File: config.mk
export PLATFORM = sky130hd
export DESIGN_NAME = cseq_counter
export DESIGN_NICKNAME = d
export VERILOG_FILES = /design/src/rtl/cseq_pkg.sv /design/src/rtl/cseq_next.sv /design/src/rtl/cseq_ctrl.sv /design/src/rtl/cseq_path.sv /design/src/rtl/cseq_counter.sv
export SDC_FILE = /design/constraint.sdc
export NUM_CORES = 1
export LEC_CHECK = 0
export ABC_AREA = 0
export CAP_MARGIN = 0
export CORE_AREA = 5 5 42 44
export CTS_BUF_LIST = sky130_fd_sc_hd__clkbuf_16
export DETAILED_ROUTE_END_ITERATION = 16
export DIE_AREA = 0 0 47 49
export DONT_BUFFER_PORTS = 1
export SLEW_MARGIN = 30
export SYNTH_ARGS = -nofsm -noshare
export SYNTH_HDL_FRONTEND = slang
export SYNTH_SLANG_ARGS = --single-unit
File: constraint.sdc
create_clock -name clk -period 1.46 [get_ports clk]
set_clock_uncertainty 0.2 [all_clocks]
set_input_delay 0.292 -clock clk [delete_from_list [all_inputs] [get_ports clk]]
set_output_delay 0.292 -clock clk [all_outputs]
set_load 0.02 [all_outputs]
File: src/rtl/cseq_pkg.sv
package cseq_pkg;

  localparam int STW = 3;
  localparam int NCOPY = 2;

  typedef logic [STW-1:0] code_t;

  typedef struct packed {
    logic clr;
    logic step;
  } ctl_t;

  function automatic logic inLoop(input code_t c);
    return (c == 3'b000) || (c == 3'b100) || (c == 3'b111) ||
           (c == 3'b010) || (c == 3'b011);
  endfunction

endpackage

File: src/rtl/cseq_next.sv
module cseq_next
  import cseq_pkg::*;
(
  input  code_t cur,
  output code_t nxt
);

  always_comb begin
    case (cur)
      3'b000:  nxt = 3'b100;
      3'b100:  nxt = 3'b111;
      3'b111:  nxt = 3'b010;
      3'b010:  nxt = 3'b011;
      3'b011:  nxt = 3'b000;
      3'b001:  nxt = 3'b100;
      3'b101:  nxt = 3'b110;
      default: nxt = 3'b011;
    endcase
  end

endmodule

File: src/rtl/cseq_ctrl.sv
module cseq_ctrl
  import cseq_pkg::*;
(
  input  logic rst,
  input  logic en,
  output ctl_t ctl
);

  always_comb begin
    ctl.clr  = rst;
    ctl.step = en & ~rst;
  end

endmodule

File: src/rtl/cseq_path.sv
module cseq_path
  import cseq_pkg::*;
(
  input  logic  clk,
  input  ctl_t  ctl,
  output code_t stateQ,
  output logic  mismatch
);

  code_t tglQ;
  code_t datQ;
  code_t cur [NCOPY];
  code_t nxt [NCOPY];
  code_t tIn;

  assign cur[0] = tglQ;
  assign cur[1] = datQ;

  generate
    for (genvar k = 0; k < NCOPY; k++) begin : g_nx
      cseq_next u_nx (
        .cur(cur[k]),
        .nxt(nxt[k])
      );
    end
  endgenerate

  // toggle strobe per bit: flip only where next differs from present
  assign tIn = nxt[0] ^ tglQ;

  always_ff @(posedge clk) begin
    if (ctl.clr)       tglQ <= '0;
    else if (ctl.step) tglQ <= tglQ ^ tIn;
  end

  always_ff @(posedge clk) begin
    if (ctl.clr)       datQ <= '0;
    else if (ctl.step) datQ <= nxt[1];
  end

  assign stateQ   = tglQ;
  assign mismatch = (tglQ != datQ);

  AST_ZERO_TO_FOUR: assert property (@(posedge clk) disable iff (ctl.clr)
    ctl.step && datQ == 3'b000 |=> datQ == 3'b100);
  AST_TGL_SEVEN_TO_TWO: assert property (@(posedge clk) disable iff (ctl.clr)
    ctl.step && tglQ == 3'b111 |=> tglQ == 3'b010);
  AST_HOLD_STILL: assert property (@(posedge clk) disable iff (ctl.clr)
    !ctl.step |=> $stable(tglQ) && $stable(datQ));
  AST_ONE_TO_FOUR: assert property (@(posedge clk) disable iff (ctl.clr)
    ctl.step && datQ == 3'b001 |=> datQ == 3'b100);
  AST_FIVE_TO_SIX: assert property (@(posedge clk) disable iff (ctl.clr)
    ctl.step && datQ == 3'b101 |=> datQ == 3'b110);
  AST_SIX_TO_THREE: assert property (@(posedge clk) disable iff (ctl.clr)
    ctl.step && datQ == 3'b110 |=> datQ == 3'b011);
  AST_BACK_IN_LOOP: assert property (@(posedge clk) disable iff (ctl.clr)
    ctl.step && (datQ == 3'b001 || datQ == 3'b110) |=> inLoop(datQ));
  AST_LOCKSTEP: assert property (@(posedge clk) disable iff (ctl.clr)
    !mismatch |=> !mismatch);

endmodule

File: src/rtl/cseq_counter.sv
module cseq_counter
  import cseq_pkg::*;
(
  input  logic           clk,
  input  logic           rst,
  input  logic           en,
  output logic [STW-1:0] state,
  output logic           mismatch
);

  ctl_t  ctl;
  code_t stateQ;

  cseq_ctrl u_ctrl (
    .rst(rst),
    .en (en),
    .ctl(ctl)
  );

  cseq_path u_path (
    .clk     (clk),
    .ctl     (ctl),
    .stateQ  (stateQ),
    .mismatch(mismatch)
  );

  assign state = stateQ;

endmodule

== After elaboration in Yosys (flattened, before gate mapping) ==
Cells that the tools add are included.
Cells by class
  equality and inequality tests: 11
  bitwise operators: 4
  muxes and demuxes: 2
  reductions and logical operators: 4
Operator list (count)
  $pmux W3 S5: 2
  $eq A3 B3 Y1 const B: 6
  $eq A3 B1 Y1 const B: 2
  $eq A3 B2 Y1 const B: 2
  $logic_not A3 Y1: 2
  $xor A3 B3 Y3: 2
  $reduce_or A2 Y1: 2
  $ne A3 B3 Y1: 1
  $and A1 B1 Y1: 1
  $not A1 Y1: 1
Word-level totals
  register bits: 6
  input bits: 3
  output and inout port bits: 4
  logic and storage cells: 23

== Logic depth before layout (Yosys ltp) ==
  word-level depth: 5
  mapped depth: 5
  mapped depth without buffers: 5

== By module ==
A second synthesis with hierarchy kept.
Unflattened totals
  cells, all modules: 33
  area total of the unflattened synthesis: 311.5 sq um
By module, submodules not included
  cseq_path: cells an instance 23, area each 245.2 sq um, seq. area each 120.1 sq um, times used 1
  cseq_next: cells an instance 4, area each 22.5 sq um, seq. area each 0.0 sq um, times used 2
  cseq_ctrl: cells an instance 2, area each 21.3 sq um, seq. area each 0.0 sq um, times used 1

== Worst setup path after synthesis ==
Ideal clock, no wire load.
  path kind: reg-to-reg
  start point: register u_path.tglQ[1], in the netlist u_path.stateQ[1]
  end point: register u_path.tglQ[1], in the netlist u_path.stateQ[1]
  cell stages (with the launch flop): 5
  buffers on the path: 0
  data arrival time: 1.340 ns
  clock period less this slack: 1.628 ns
  data required time: 1.172 ns
  setup slack: -0.168 ns
  cell sequence: dfxtp_1 -> inv_1 -> ha_1 -> mux2_4 -> a311oi_2
On the way
  cells in the longest elaborated chain, start to end: 5
RTL lines
  from (decl): RTL line cseq_path.sv:10  | code_t tglQ;
  from (signal assigned): RTL line cseq_path.sv:33  | else if (ctl.step) tglQ <= tglQ ^ tIn;
  $eq A3 B1 Y1 or $logic_not A3 Y1 (tied branches): RTL line cseq_next.sv:9  | case (cur)
  $reduce_or A2 Y1 (no source line)
  $pmux W3 S5: RTL line cseq_next.sv:9
  $xor A3 B3 Y3: RTL line cseq_path.sv:29  | assign tIn = nxt[0] ^ tglQ;
  $xor A3 B3 Y3 *: RTL line cseq_path.sv:33
Mark *: on every way between the ends. The rest lies on a longest branch, timed or not.
A chain may end at the register's enable or synchronous reset.

== Worst setup path in the final report ==
  start point: register u_path.tglQ[2], in the netlist u_path.stateQ[2]
  end point: output port mismatch
On the way
  cells in the longest elaborated chain, start to end: 1
RTL lines
  $ne A3 B3 Y1: RTL line cseq_path.sv:42  | assign mismatch = (tglQ != datQ);
  to (decl): RTL line cseq_counter.sv:8  | output logic mismatch
Every way passes these cells.

==> results by group <==
Outcome
  • Result of the run: finished, violations left
  • Failing checks: setup timing

Clocking
  • Number of sinks handled by clock tree synthesis: 6
  • Clock-pin slew on the worst setup and hold paths: 0.03 ns
  • Clock insertion delay at the later pin of the skew report: 0.23 ns
  • Max Buffers Root-to-Sink: 2
  • Clock buffers created by TritonCTS: 3
  • Clock root buffer: sky130_fd_sc_hd__clkbuf_16
  • H-tree depth: 1
  • CTS tree: yes

Global route
  • Total global routing track utilization: 6.55%
  • Antenna violations before repair: 0
  • Wire length of the first global-routing pass: 1010 µm
  • Pin count of the biggest net entering global routing: 13
  • Number of global-route vias before repair: 251
  • Grt total ovfl: 0

Floorplan
  • Std-Cell Rows: 14
  • Horizontal die dimension: 47 µm
  • Starting density of the core: 23.6%
  • Core outline area: 1400 µm²
  • Die height: 49 µm
  • Die area: 2300 µm²
  • Num ports: 7

Setup path
  • Type of destination of the critical path: primary output
  • Worst setup slack for register-to-register paths: 0.06 ns
  • Critical path launch point type: register
  • Reg-to-reg critical path endpoint: u_path.stateQ[1]$_SDFFE_PP0P_
  • Crit path arrival time: 0.99 ns
  • Largest fanout on the critical path: 3
  • Worst Setup Path Type: reg -> out
  • Startpoint of the most critical register-to-register path: u_path.stateQ[2]$_SDFFE_PP0P_
  • Worst EP required: 0.97 ns
  • Number of cells on the worst reg-to-reg path: 4

STA
  • Max transition margin: 82.8%
  • Share of the clock period used by the worst path after layout: 101%
  • Fmax: 675 MHz
  • Period minus WS final: 1.48 ns
  • Endpoints failing hold: 0
  • Count of endpoints failing setup in the final report: 1
  • Unrepaired setup endpoints after global routing: yes
  • Max-slew violations: 0
  • Final setup slack of the worst path: -0.0205 ns
  • Transition time at the pin with the least slew margin: 0.257 ns

Route
  • Post-detailed-route wirelength per cell: 11.3 µm
  • Vias after detailed routing: 275
  • Final wirelength: 698 µm
  • Post-route DRC: 0
  • Residual antenna-violating net count after detailed routing: 0
  • Via density per instance: 4.44
  • First-pass DRT Iterations: 3
  • Iteration-0 DRC count of the detailed router: 3

Power and ir drop
  • Power per unit of standard cell area: 2540 nW/µm²
  • Overall Power: 1.31 mW
  • Highest ir drop seen on vdd: 0.823 mV
  • Leakage power summed over all cells: 0.200 nW

Layout
  • Area used by sequential logic in the layout: 128 µm²
  • Final Net Count: 52
  • Post-layout utilization of the core: 36.9%
  • Area delta synth->final: 56.4%
  • # fillers: 142
  • Finished layout cell area: 517 µm²
  • Number of antenna repair diodes: 0
  • Share of layout cells above drive strength 1: 39.1%
  • Area of the multi-input gates: 214 µm²

Logic synthesis
  • Top-area cell type share of the netlist area: 36.4%
  • Post-Synthesis Mean Instance Area: 8.93 µm²
  • Post-Syn Instances: 37
  • Netlist area before placement: 330 µm²
  • Synthesis-stage register bit count: 6
  • Main area contributors after synthesis: sky130_fd_sc_hd__dfxtp_1 (36%), sky130_fd_sc_hd__xnor2_1 (11%), sky130_fd_sc_hd__nor2_1 (6.8%)
  • Post-Syn Nets: 41
  • Dominant cell type by area after synthesis: sky130_fd_sc_hd__dfxtp_1
  • Synth cell types: 20
  • Number of warnings printed during yosys synthesis: 0
  • Part of the Yosys area used for sequential elements: 36.4%

Placement
  • Global placement routability congestion: 0.640
  • Instance area at placement: 383 µm²
  • DP Worst Slack: 0.0454 ns
  • Number of buffers added on ports: 0
  • DP HPWL: 503 µm

Min path
  • Tightest Hold Check Type: in -> reg
  • Destination of the worst hold path: u_path.datQ[1]$_SDFFE_PP0P_
  • Number of cells traversed by the worst hold path: 2
  • Startpoint of the worst hold path: en

Run
  • Max Cap Violations: 0
## sequential cells by signal (all words and copies together), names as in the netlist
name and count:
u_path.datQ 3, u_path.stateQ 3
## worst max-delay path: stages (launching register included)
cell,delay (ns)
sky130_fd_sc_hd__dfxtp_4,0.34
sky130_fd_sc_hd__buf_6,0.12
sky130_fd_sc_hd__xnor2_2,0.15
sky130_fd_sc_hd__nand3_2,0.15
## layout by cell type (no fill, tap or decap), types with 2 or more instances in the layout
| master | netlist | layout |
|---|---|---|
| sky130_fd_sc_hd__a21oi_1 | 3 | 3 |
| sky130_fd_sc_hd__xnor2_2 | 0 | 2 |
| sky130_fd_sc_hd__clkbuf_16 | 0 | 3 |
| sky130_fd_sc_hd__dlygate4sd3_1 | 0 | 2 |
| sky130_fd_sc_hd__inv_1 | 2 | 2 |
| sky130_fd_sc_hd__buf_4 | 1 | 2 |
| sky130_fd_sc_hd__buf_6 | 0 | 3 |
| sky130_fd_sc_hd__nor2b_1 | 2 | 2 |
| sky130_fd_sc_hd__dfxtp_1 | 6 | 4 |
| sky130_fd_sc_hd__nor2_1 | 6 | 6 |
| sky130_fd_sc_hd__xnor2_1 | 4 | 2 |
| sky130_fd_sc_hd__dfxtp_4 | 0 | 2 |
## synth_stat cells
master and n:
sky130_fd_sc_hd__dfxtp_1 6, sky130_fd_sc_hd__nor2_1 6, sky130_fd_sc_hd__xnor2_1 4, sky130_fd_sc_hd__a21oi_1 3
sky130_fd_sc_hd__inv_1 2, sky130_fd_sc_hd__nor2b_1 2, sky130_fd_sc_hd__a22oi_1 1, sky130_fd_sc_hd__a311oi_2 1
sky130_fd_sc_hd__a31oi_1 1, sky130_fd_sc_hd__buf_4 1, sky130_fd_sc_hd__ha_1 1, sky130_fd_sc_hd__inv_2 1
sky130_fd_sc_hd__mux2_2 1, sky130_fd_sc_hd__mux2_4 1, sky130_fd_sc_hd__mux2i_1 1, sky130_fd_sc_hd__nand2_1 1
sky130_fd_sc_hd__nand2b_1 1, sky130_fd_sc_hd__nand3_1 1, sky130_fd_sc_hd__nor4b_1 1, sky130_fd_sc_hd__o21ai_1 1
## cell families (layout without fill, tap and decap cells)
logic type | count (synthesis) | after routing | synth area share, %
simple gates | 12 | 12 | 17.8
flops | 6 | 6 | 36.4
xor+xnor | 4 | 4 | 10.6
compound gates | 7 | 7 | 14.8
buf+inv | 4 | 13 | 5.68
mux | 3 | 3 | 11.0
fa+ha+maj | 1 | 1 | 3.79
## power breakdown
| part | total, mW | leakage [nW] | switching, mW | internal, mW |
|---|---|---|---|---|
| combinational | 0.601 | 0.112 | 0.290 | 0.311 |
| sequential | 0.275 | 0.0509 | 0.0496 | 0.226 |
| clock | 0.435 | 0.0370 | 0.0845 | 0.351 |
| total | 1.31 | 0.200 | 0.424 | 0.887 |
## final cells by class
class	instances	area share [%]
well taps	16	3.87
clock buffers	3	14.5
inverters	3	2.18
multi-input cells	27	41.4
flip-flops and latches	6	24.7
repair buffers	7	13.3
## how the worst max path moves through the flow
stage	start	to	slack, ns	depth (start not counted)
6_report	u_path.stateQ[2]$_SDFFE_PP0P_	mismatch	-0.02	3
5_1_grt	u_path.stateQ[2]$_SDFFE_PP0P_	mismatch	-0.06	3
4_1_cts	u_path.stateQ[1]$_SDFFE_PP0P_	mismatch	-0.03	3
3_5_place_dp	u_path.stateQ[1]$_SDFFE_PP0P_	u_path.stateQ[1]$_SDFFE_PP0P_	0.05	4
3_3_place_gp	u_path.stateQ[1]$_SDFFE_PP0P_	u_path.stateQ[1]$_SDFFE_PP0P_	0.11	4
2_1_floorplan	u_path.stateQ[1]$_SDFFE_PP0P_	u_path.stateQ[1]$_SDFFE_PP0P_	0.03	4
## repair_timing
item,CTS,global route
gates resized for setup,4,2
cloned,0,0
buffers inserted,0,1
endpoints found under the setup margin,1,1
hold buffers,2,0
hold endpoints to repair,6,0
pin swaps,3,1
## metal layers
| layer | share of wire, % | track usage [%] | vias up |
|---|---|---|---|
| li1 | - | - | 145 |
| met1 | 40 | 6.17 | 124 |
| met2 | 52 | 9.73 | 4 |
| met3 | 5.9 | 4.80 | 2 |
| met4 | 1.4 | 4.15 | 0 |
| met5 | 0 | 0 | - |
## per-stage QoR
step	setup TNS (ns)	cells	hold slack (ns)
floorplan	0	37	0.151
global placement	0	56	0.152
detailed placement	0	56	0.161
CTS	-0.0324	61	0.0406
global route	-0.0589	62	0.0448
finish	-0.0205	62	0.0423
Power figures use the tool's default switching activity.
